==> src/rtl/psr_pkg.sv <==
// Package: shared mode encoding for the prioritized shift/load register.
// Assumes nothing beyond a two-bit select feeding a four-way mux.
package psr_pkg;
    typedef enum logic [1:0] {
        MODE_HOLD = 2'b00,
        MODE_LOAD = 2'b01,
        MODE_SHR  = 2'b10,
        MODE_SHL  = 2'b11
    } psr_mode_e;
endpackage

==> src/rtl/psr_prio_enc.sv <==
// Module: fixed-priority encoder turning three request lines into a mode.
// Assumes requests are level signals sampled by the register's clock;
// priority is load, then shift right, then shift left, else hold.
module psr_prio_enc
    import psr_pkg::*;
(
    input  logic      load_i,
    input  logic      shr_i,
    input  logic      shl_i,
    output psr_mode_e mode_o
);
    // Resolve simultaneous requests by fixed priority.
    always_comb begin
        if (load_i)     mode_o = MODE_LOAD;
        else if (shr_i) mode_o = MODE_SHR;
        else if (shl_i) mode_o = MODE_SHL;
        else            mode_o = MODE_HOLD;
    end
endmodule

==> src/rtl/psr_bit_mux.sv <==
// Module: four-way next-state selector for one register bit.
// Assumes the caller supplies the neighbour bits (or serial inputs at ends).
module psr_bit_mux
    import psr_pkg::*;
(
    input  psr_mode_e mode_i,
    input  logic      cur_i,
    input  logic      par_i,
    input  logic      upper_i,
    input  logic      lower_i,
    output logic      next_o
);
    // Pick the bit's next value from hold, load, or a neighbour.
    always_comb begin
        unique case (mode_i)
            MODE_HOLD: next_o = cur_i;
            MODE_LOAD: next_o = par_i;
            MODE_SHR:  next_o = upper_i;
            MODE_SHL:  next_o = lower_i;
            default:   next_o = cur_i;
        endcase
    end
endmodule

==> src/rtl/prio_shift_reg.sv <==
// Module: WIDTH-bit register with prioritized load / shift-right / shift-left.
// Assumes a single clock; reset is synchronous and active low, and it
// overrides all requests. Shift right moves bits toward bit 0.
module prio_shift_reg
    import psr_pkg::*;
#(
    parameter int WIDTH = 8
) (
    input  logic             clk,
    input  logic             rst_n,
    input  logic             req_load,
    input  logic             req_shr,
    input  logic             req_shl,
    input  logic [WIDTH-1:0] par_in,
    input  logic             ser_msb_in,
    input  logic             ser_lsb_in,
    output logic [WIDTH-1:0] q_out
);
    localparam int TOP = WIDTH - 1;

    psr_mode_e        mode_sel;
    logic [WIDTH-1:0] state_q;
    logic [WIDTH-1:0] state_d;

    psr_prio_enc u_enc (
        .load_i (req_load),
        .shr_i  (req_shr),
        .shl_i  (req_shl),
        .mode_o (mode_sel)
    );

    // One selector per bit; the end bits take the serial inputs.
    for (genvar i = 0; i < WIDTH; i++) begin : g_bit
        logic up_b;
        logic lo_b;
        if (i == TOP) begin : g_top
            assign up_b = ser_msb_in;
        end else begin : g_mid_up
            assign up_b = state_q[i+1];
        end
        if (i == 0) begin : g_bot
            assign lo_b = ser_lsb_in;
        end else begin : g_mid_lo
            assign lo_b = state_q[i-1];
        end
        psr_bit_mux u_mux (
            .mode_i  (mode_sel),
            .cur_i   (state_q[i]),
            .par_i   (par_in[i]),
            .upper_i (up_b),
            .lower_i (lo_b),
            .next_o  (state_d[i])
        );
    end

    // Register the selected next state; reset clears it.
    always_ff @(posedge clk) begin
        if (!rst_n) state_q <= '0;
        else        state_q <= state_d;
    end

    assign q_out = state_q;
endmodule

==> config.mk <==
export PLATFORM = sky130hd
export DESIGN_NAME = prio_shift_reg
export DESIGN_NICKNAME = d
export VERILOG_FILES = /design/src/rtl/psr_pkg.sv /design/src/rtl/psr_prio_enc.sv /design/src/rtl/psr_bit_mux.sv /design/src/rtl/prio_shift_reg.sv
export SDC_FILE = /design/constraint.sdc
export NUM_CORES = 1
export LEC_CHECK = 0
export CAP_MARGIN = 20
export CORE_AREA = 2 2 39 41
export DETAILED_ROUTE_END_ITERATION = 6
export DIE_AREA = 0 0 41 43
export PLACE_DENSITY_LB_ADDON = 0.15
export SLEW_MARGIN = 20
export SYNTH_ARGS = -nofsm -noshare
export SYNTH_HDL_FRONTEND = slang
export SYNTH_HIERARCHICAL = 1
export SYNTH_SLANG_ARGS = --single-unit
==> constraint.sdc <==
create_clock -name clk -period 1.4 [get_ports clk]
set_input_delay 0.14 -clock clk [delete_from_list [all_inputs] [get_ports clk]]
set_output_delay 0.14 -clock clk [all_outputs]
set_load 0.01 [all_outputs]
==> run metrics, run 1 <==
syn_area_per_cell about 15 µm²; worst-case reg-to-reg path depth 2; synthesized area just over 400 µm²; Clock Skews between 0.003 and 0.004 ns; share of cells above drive strength 1 0.241; Hold Path Class in -> reg; Setup CP Type reg -> out; number of port buffers 22; maxcap violations 0; Setup Viol. Count Final 0; Max Root-Sink Buffers 2; Iter 0 DRT Violations 1; worst path cell trace clkdlybuf4s50_1; Util after Layout 0.502; first-pass GRT wire length approximately 1500 µm; insertion delay to the later sink of the worst-skew pair approximately 0.24 ns; WHS Endpoint q_out[4]; Final Cycle Share 0.937; hold path start req_load; clock share of power 0.283; hold-fix buffers at CTS 0; Final Hold Fails 0; clock tree root driver cell clkbuf_4; Final min period approximately 1.3 ns; Sink Count 8; Peak VDD IR 0.402 mV; CP startpoint kind flip-flop; half-perimeter wire length after placement between 700 and 800 µm; row cnt 14; Post-synth EDFFs 0; chip width approximately 41 µm; Layout Nets 71; Req. time, crit path ~1.3 ns; core box area approximately 1400 µm²; CP bufs+invs 1; vias per std cell just under 5; Synth Register Bits 8; Pint 463 µW; initial core utilization 0.296; hold depth 4; Ys Warns 6; final WL 942 µm; Wirelength per Cell about 13 µm; Num CTS Buffers 3; gr ovfl total 0; Synth top area share 0.440; sequential power share 0.438; FFs w/ async S/R, synth 0; GP Congestion approximately 0.64; vias in the first global route around 350; worst-path maximum fanout 4; Main synth FF type dfxtp_1; Worst-Margin Slew around 0.22 ns; total setup buffers inserted after CTS 0; pin count of the biggest net entering global routing 9; Crit path arrival time around 1.2 ns; First-pass DRT Iterations 4; Commonest cells post-synth 8 x and2_1, 8 x dfxtp_1, 8 x mux4_2; leakage ~0.29 nW; switch share 0.228; delay-heaviest family, CP buffers and inverters; RSZ-0062 raised after global routing no; largest cells by area after synthesis mux4_2 44%, dfxtp_1 39%, and2_1 12%; cell count after synthesis 28; RR Endpoint q_out[2]; Worst R2R Start q_out[1]; Logic pwr share 0.278; Ports 23; Sw Pwr between 100 and 150 µW; status completed; level count of the clock H-tree 1; post-synth top area cell mux4_2; CP max-delay cell clkdlybuf4s50_1; Cell Pwr Density 863 nW/µm²; DRC Markers 0; Post-Place Worst Slack -0.480 ns; Mapped Nets 43; DRT antenna net count 0; max incr delay on CP approximately 0.55 ns; CP Capture Type output pin; DIE HEIGHT 43 µm; CTS clk-pin slew, worst paths 0.05 ns; Largest register FFs 8; flop2flop setup slack roughly 0.32 ns; CTS tree done; Slew HR 0.851; Vias roughly 340; Final WS setup between 0.08 and 0.09 ns; Syn-to-layout area delta 69.7%; diode count 0; DIE AREA 1760 µm²; sequential area share after synthesis 0.391; initial antenna violation count 0; Total GRT Usage 0.136; Pins Over Slew Limit 0; Yosys cell types 6; fmax roughly 760 MHz
[layout make-up]
cell class / instances / area, µm²
fill: 127 / 689
multi-input combinational: 19 / 253
timing repair buffer: 23 / 235
sequential: 8 / 160
clock buffer: 3 / 22.5
tap: 16 / 20.0
inverter: 1 / 3.75
[cells by family after synthesis]
kind of cell	synth area share
simple gates	0.141
mux	0.440
flops	0.391
compound gates	0.0184
buf+inv	0.00917
[how the worst max path moves through the flow]
stage	to	startpoint	cells after the start	slack, ns
final	q_out[6]	q_out[6]	1	0.09
after global routing	q_out[5]	q_out[5]	1	0.03
after CTS	q_out[2]	req_shr	5	0.0008
after detailed placement	q_out[0]	req_shl	4	-0.48
after global placement	q_out[5]	req_shl	4	-0.46
after floorplan	q_out[0]	req_shr	4	0.07
[cells in the final DEF (no fill, tap or decap)]
cell	n
inv_1	1
nor2_1	2
dlymetal6s2s_1	3
clkdlybuf4s50_1	19
buf_4	1
mux4_2	8
a21o_4	1
and2_1	8
dfxtp_1	8
clkbuf_4	3
[power by group through the flow]
stage,Sequential [mW],Clock [mW],Combinational (mW)
3_3_place_gp,0.266,0,0.163
4_1_cts,0.262,0.177,0.170
5_1_grt,0.265,0.188,0.178
6_report,0.263,0.170,0.167
2_1_floorplan,0.271,0,0.0710
3_5_place_dp,0.266,0,0.165
[layer usage]
metal  share of wire  routed length (µm)  global-route usage  up-vias
li1                -                   -                   -      161
met3           0.097                  91              0.0524        2
met4           0.011                  10              0.0800        0
met2            0.47                 445               0.194       17
met5               0                   0                   0        -
met1            0.42                 395               0.166      164
[through the flow]
step                instance area (µm²)  cells  hold WS (ns)  power, mW  TNS, ns
global route                        694     70         0.598      0.631        0
floorplan                           409     28         0.262      0.342        0
CTS                                 687     70         0.657      0.609        0
global placement                    657     67         0.685      0.429    -3.63
detailed placement                  657     67         0.700      0.432    -3.71
finish                              694     70         0.581      0.599        0
[repair_timing]
item | in CTS | in global routing
hold endpoints to repair | 0 | 0
resized for setup | 2 | 3
pin swaps | 0 | 1
setup endpoints to repair | 8 | 8
Note: power is estimated with default switching activity, not from simulation.
==> run 2, diff against run 1 <==
--- a/config.mk
+++ b/config.mk
@@ -9,6 +9,7 @@
 export CORE_AREA = 2 2 39 41
 export DETAILED_ROUTE_END_ITERATION = 6
 export DIE_AREA = 0 0 41 43
+export DONT_BUFFER_PORTS = 1
 export PLACE_DENSITY_LB_ADDON = 0.15
 export SLEW_MARGIN = 20
 export SYNTH_ARGS = -nofsm -noshare
==> constraint.sdc (replaced) <==
create_clock -name clk -period 1.12 [get_ports clk]
set_input_delay 0.112 -clock clk [delete_from_list [all_inputs] [get_ports clk]]
set_output_delay 0.112 -clock clk [all_outputs]
set_load 0.01 [all_outputs]
==> run metrics, run 2 (synthesis gave the netlist of run 1 again) <==
status completed (unchanged); number of port buffers 0 (was 22); row cnt 14 (unchanged); Post-Layout Cell Count 56 (was 70); Slew HR 0.722 (was 0.851); Max Root-Sink Buffers 2 (unchanged); diode count 0 (unchanged); Total GRT Usage 0.135 (was 0.136); maxcap violations 0 (unchanged); Layout Nets 57 (was 71); worst-case reg-to-reg path depth 2 (unchanged); Setup CP Type reg -> reg (was reg -> out); Final WS setup 0.0520 ns (was 0.0889 ns); Req. time, crit path 1.26 ns (about the same); leakage 0.217 nW (was 0.286 nW); level count of the clock H-tree 1 (unchanged); Util after Layout 0.384 (was 0.502); DIE AREA 1760 µm² (unchanged); total setup buffers inserted after CTS 0 (unchanged); pin count of the biggest net entering global routing 9 (unchanged); DIE HEIGHT 43 µm (unchanged); Ports 23 (unchanged); critical path depth 2 (was 1); vias per std cell 5.11 (was 4.91); GP Congestion 0.608 (was 0.644); Vias 286 (was 344); Num CTS Buffers 3 (unchanged); Final Cycle Share 0.954; vias in the first global route 326 (was 345); DRC Markers 0 (unchanged); Setup Viol. Count Final 0 (unchanged); hold depth 2 (was 4); CP bufs+invs 0 (was 1); First-pass DRT Iterations 1 (was 4); Worst-Margin Slew 0.416 ns (was 0.223 ns); DRT antenna net count 0 (unchanged); Peak VDD IR 0.724 mV (was 0.402 mV); Sink Count 8 (unchanged); Clock Skews 0.00217 ns (was 0.00340 ns); initial antenna violation count 0 (unchanged); chip width 41 µm (unchanged); DP Area 499 µm² (was 657 µm²); Iter 0 DRT Violations 0 (was 1); insertion delay to the later sink of the worst-skew pair 0.25 ns (was 0.24 ns); RSZ-0062 raised after global routing no (unchanged); Cell Pwr Density 1300 nW/µm² (was 863 nW/µm²); fillers 141 (was 127); Post-Place Worst Slack -0.0554 ns (was -0.480 ns); total negative slack 0 ns (unchanged); first-pass GRT wire length 1520 µm (was 1540 µm); share of cells above drive strength 1 0.525 (was 0.241); fmax approximately 940 MHz; Final Hold Fails 0 (unchanged); dpl cells 52 (was 67); post-cts gate resize count 0 (was 2); Wirelength per Cell 15.8 µm (was 13.5 µm); Final Power 691 µW (was 599 µW); half-perimeter wire length after placement 698 µm (was 725 µm); Pins Over Slew Limit 0 (unchanged); CP startpoint kind flip-flop (unchanged); gr ovfl total 0 (unchanged); flop2flop setup slack 0.05 ns (was 0.32 ns); Largest register FFs 8 (unchanged); CP max-delay cell mux4_2 (was clkdlybuf4s50_1); delay-heaviest family, CP multiplexers (was buffers and inverters); most frequent cells in the layout 8 x and2_1, 8 x mux4_2, 8 x buf_4, 8 x dfxtp_1, 3 x clkbuf_4 (was 19 x clkdlybuf4s50_1, 8 x and2_1, 8 x mux4_2, 8 x dfxtp_1); max incr delay on CP 0.47 ns (was 0.55 ns); hold-fix buffers at CTS 1 (was 0); Final min period roughly 1.1 ns; CTS clk-pin slew, worst paths 0.05 ns (about the same); CTS tree done (unchanged); final WL 887 µm (was 942 µm); initial core utilization 0.296 (unchanged); Crit path arrival time 1.21 ns (was 1.17 ns); worst path cell trace mux4_2 > and2_1 (was clkdlybuf4s50_1); hold_ws 0.201 ns (was 0.581 ns); Syn-to-layout area delta 30.0% (was 69.7%); core box area 1380 µm² (unchanged); CP Capture Type flip-flop (was output pin); Final Instance Area 532 µm² (was 694 µm²); Hold Path Class in -> reg (unchanged); worst-path maximum fanout 4 (unchanged); clock tree root driver cell clkbuf_4 (unchanged)
==> run 2: where the power goes <==
part / switching [mW] / leakage (nW) / total, mW / internal [mW]
registers: 0.0203 / 0.0659 / 0.328 / 0.308
logic: 0.0509 / 0.137 / 0.150 / 0.0989
clock network: 0.0915 / 0.0138 / 0.214 / 0.122
total: 0.163 / 0.217 / 0.691 / 0.529
==> run 2: routing by layer <==
metal | up-vias | wire length, µm | global-route usage
met4 | 0 | 10 | 0.100
met2 | 15 | 417 | 0.194
met1 | 134 | 378 | 0.157
met5 | - | 0 | 0
li1 | 135 | - | -
met3 | 2 | 81 | 0.0471
==> run 2: worst paths after layout <==
check	startpoint	endpoint
worst min register to register	q_out[0]	q_out[0]
worst max register to register	q_out[2]	q_out[3]
worst max-delay path	q_out[2]	q_out[3]
worst min-delay path	ser_msb_in	q_out[7]
==> run 2: final cells by class <==
class | instances | area, µm² | area share
tap | 16 | 20.0 | 0.0376
sequential | 8 | 160 | 0.301
clock buffer | 3 | 22.5 | 0.0424
multi-input combinational | 19 | 255 | 0.480
inverter | 1 | 3.75 | 0.00706
timing repair buffer | 9 | 70.1 | 0.132
==> run 2: worst register-to-register path, delay by kind of cell (launching register included) <==
family / cells / cell delay [ns]
flip-flops: 1 / 0.33
AND/OR/NAND/NOR: 1 / 0.16
multiplexers: 1 / 0.47
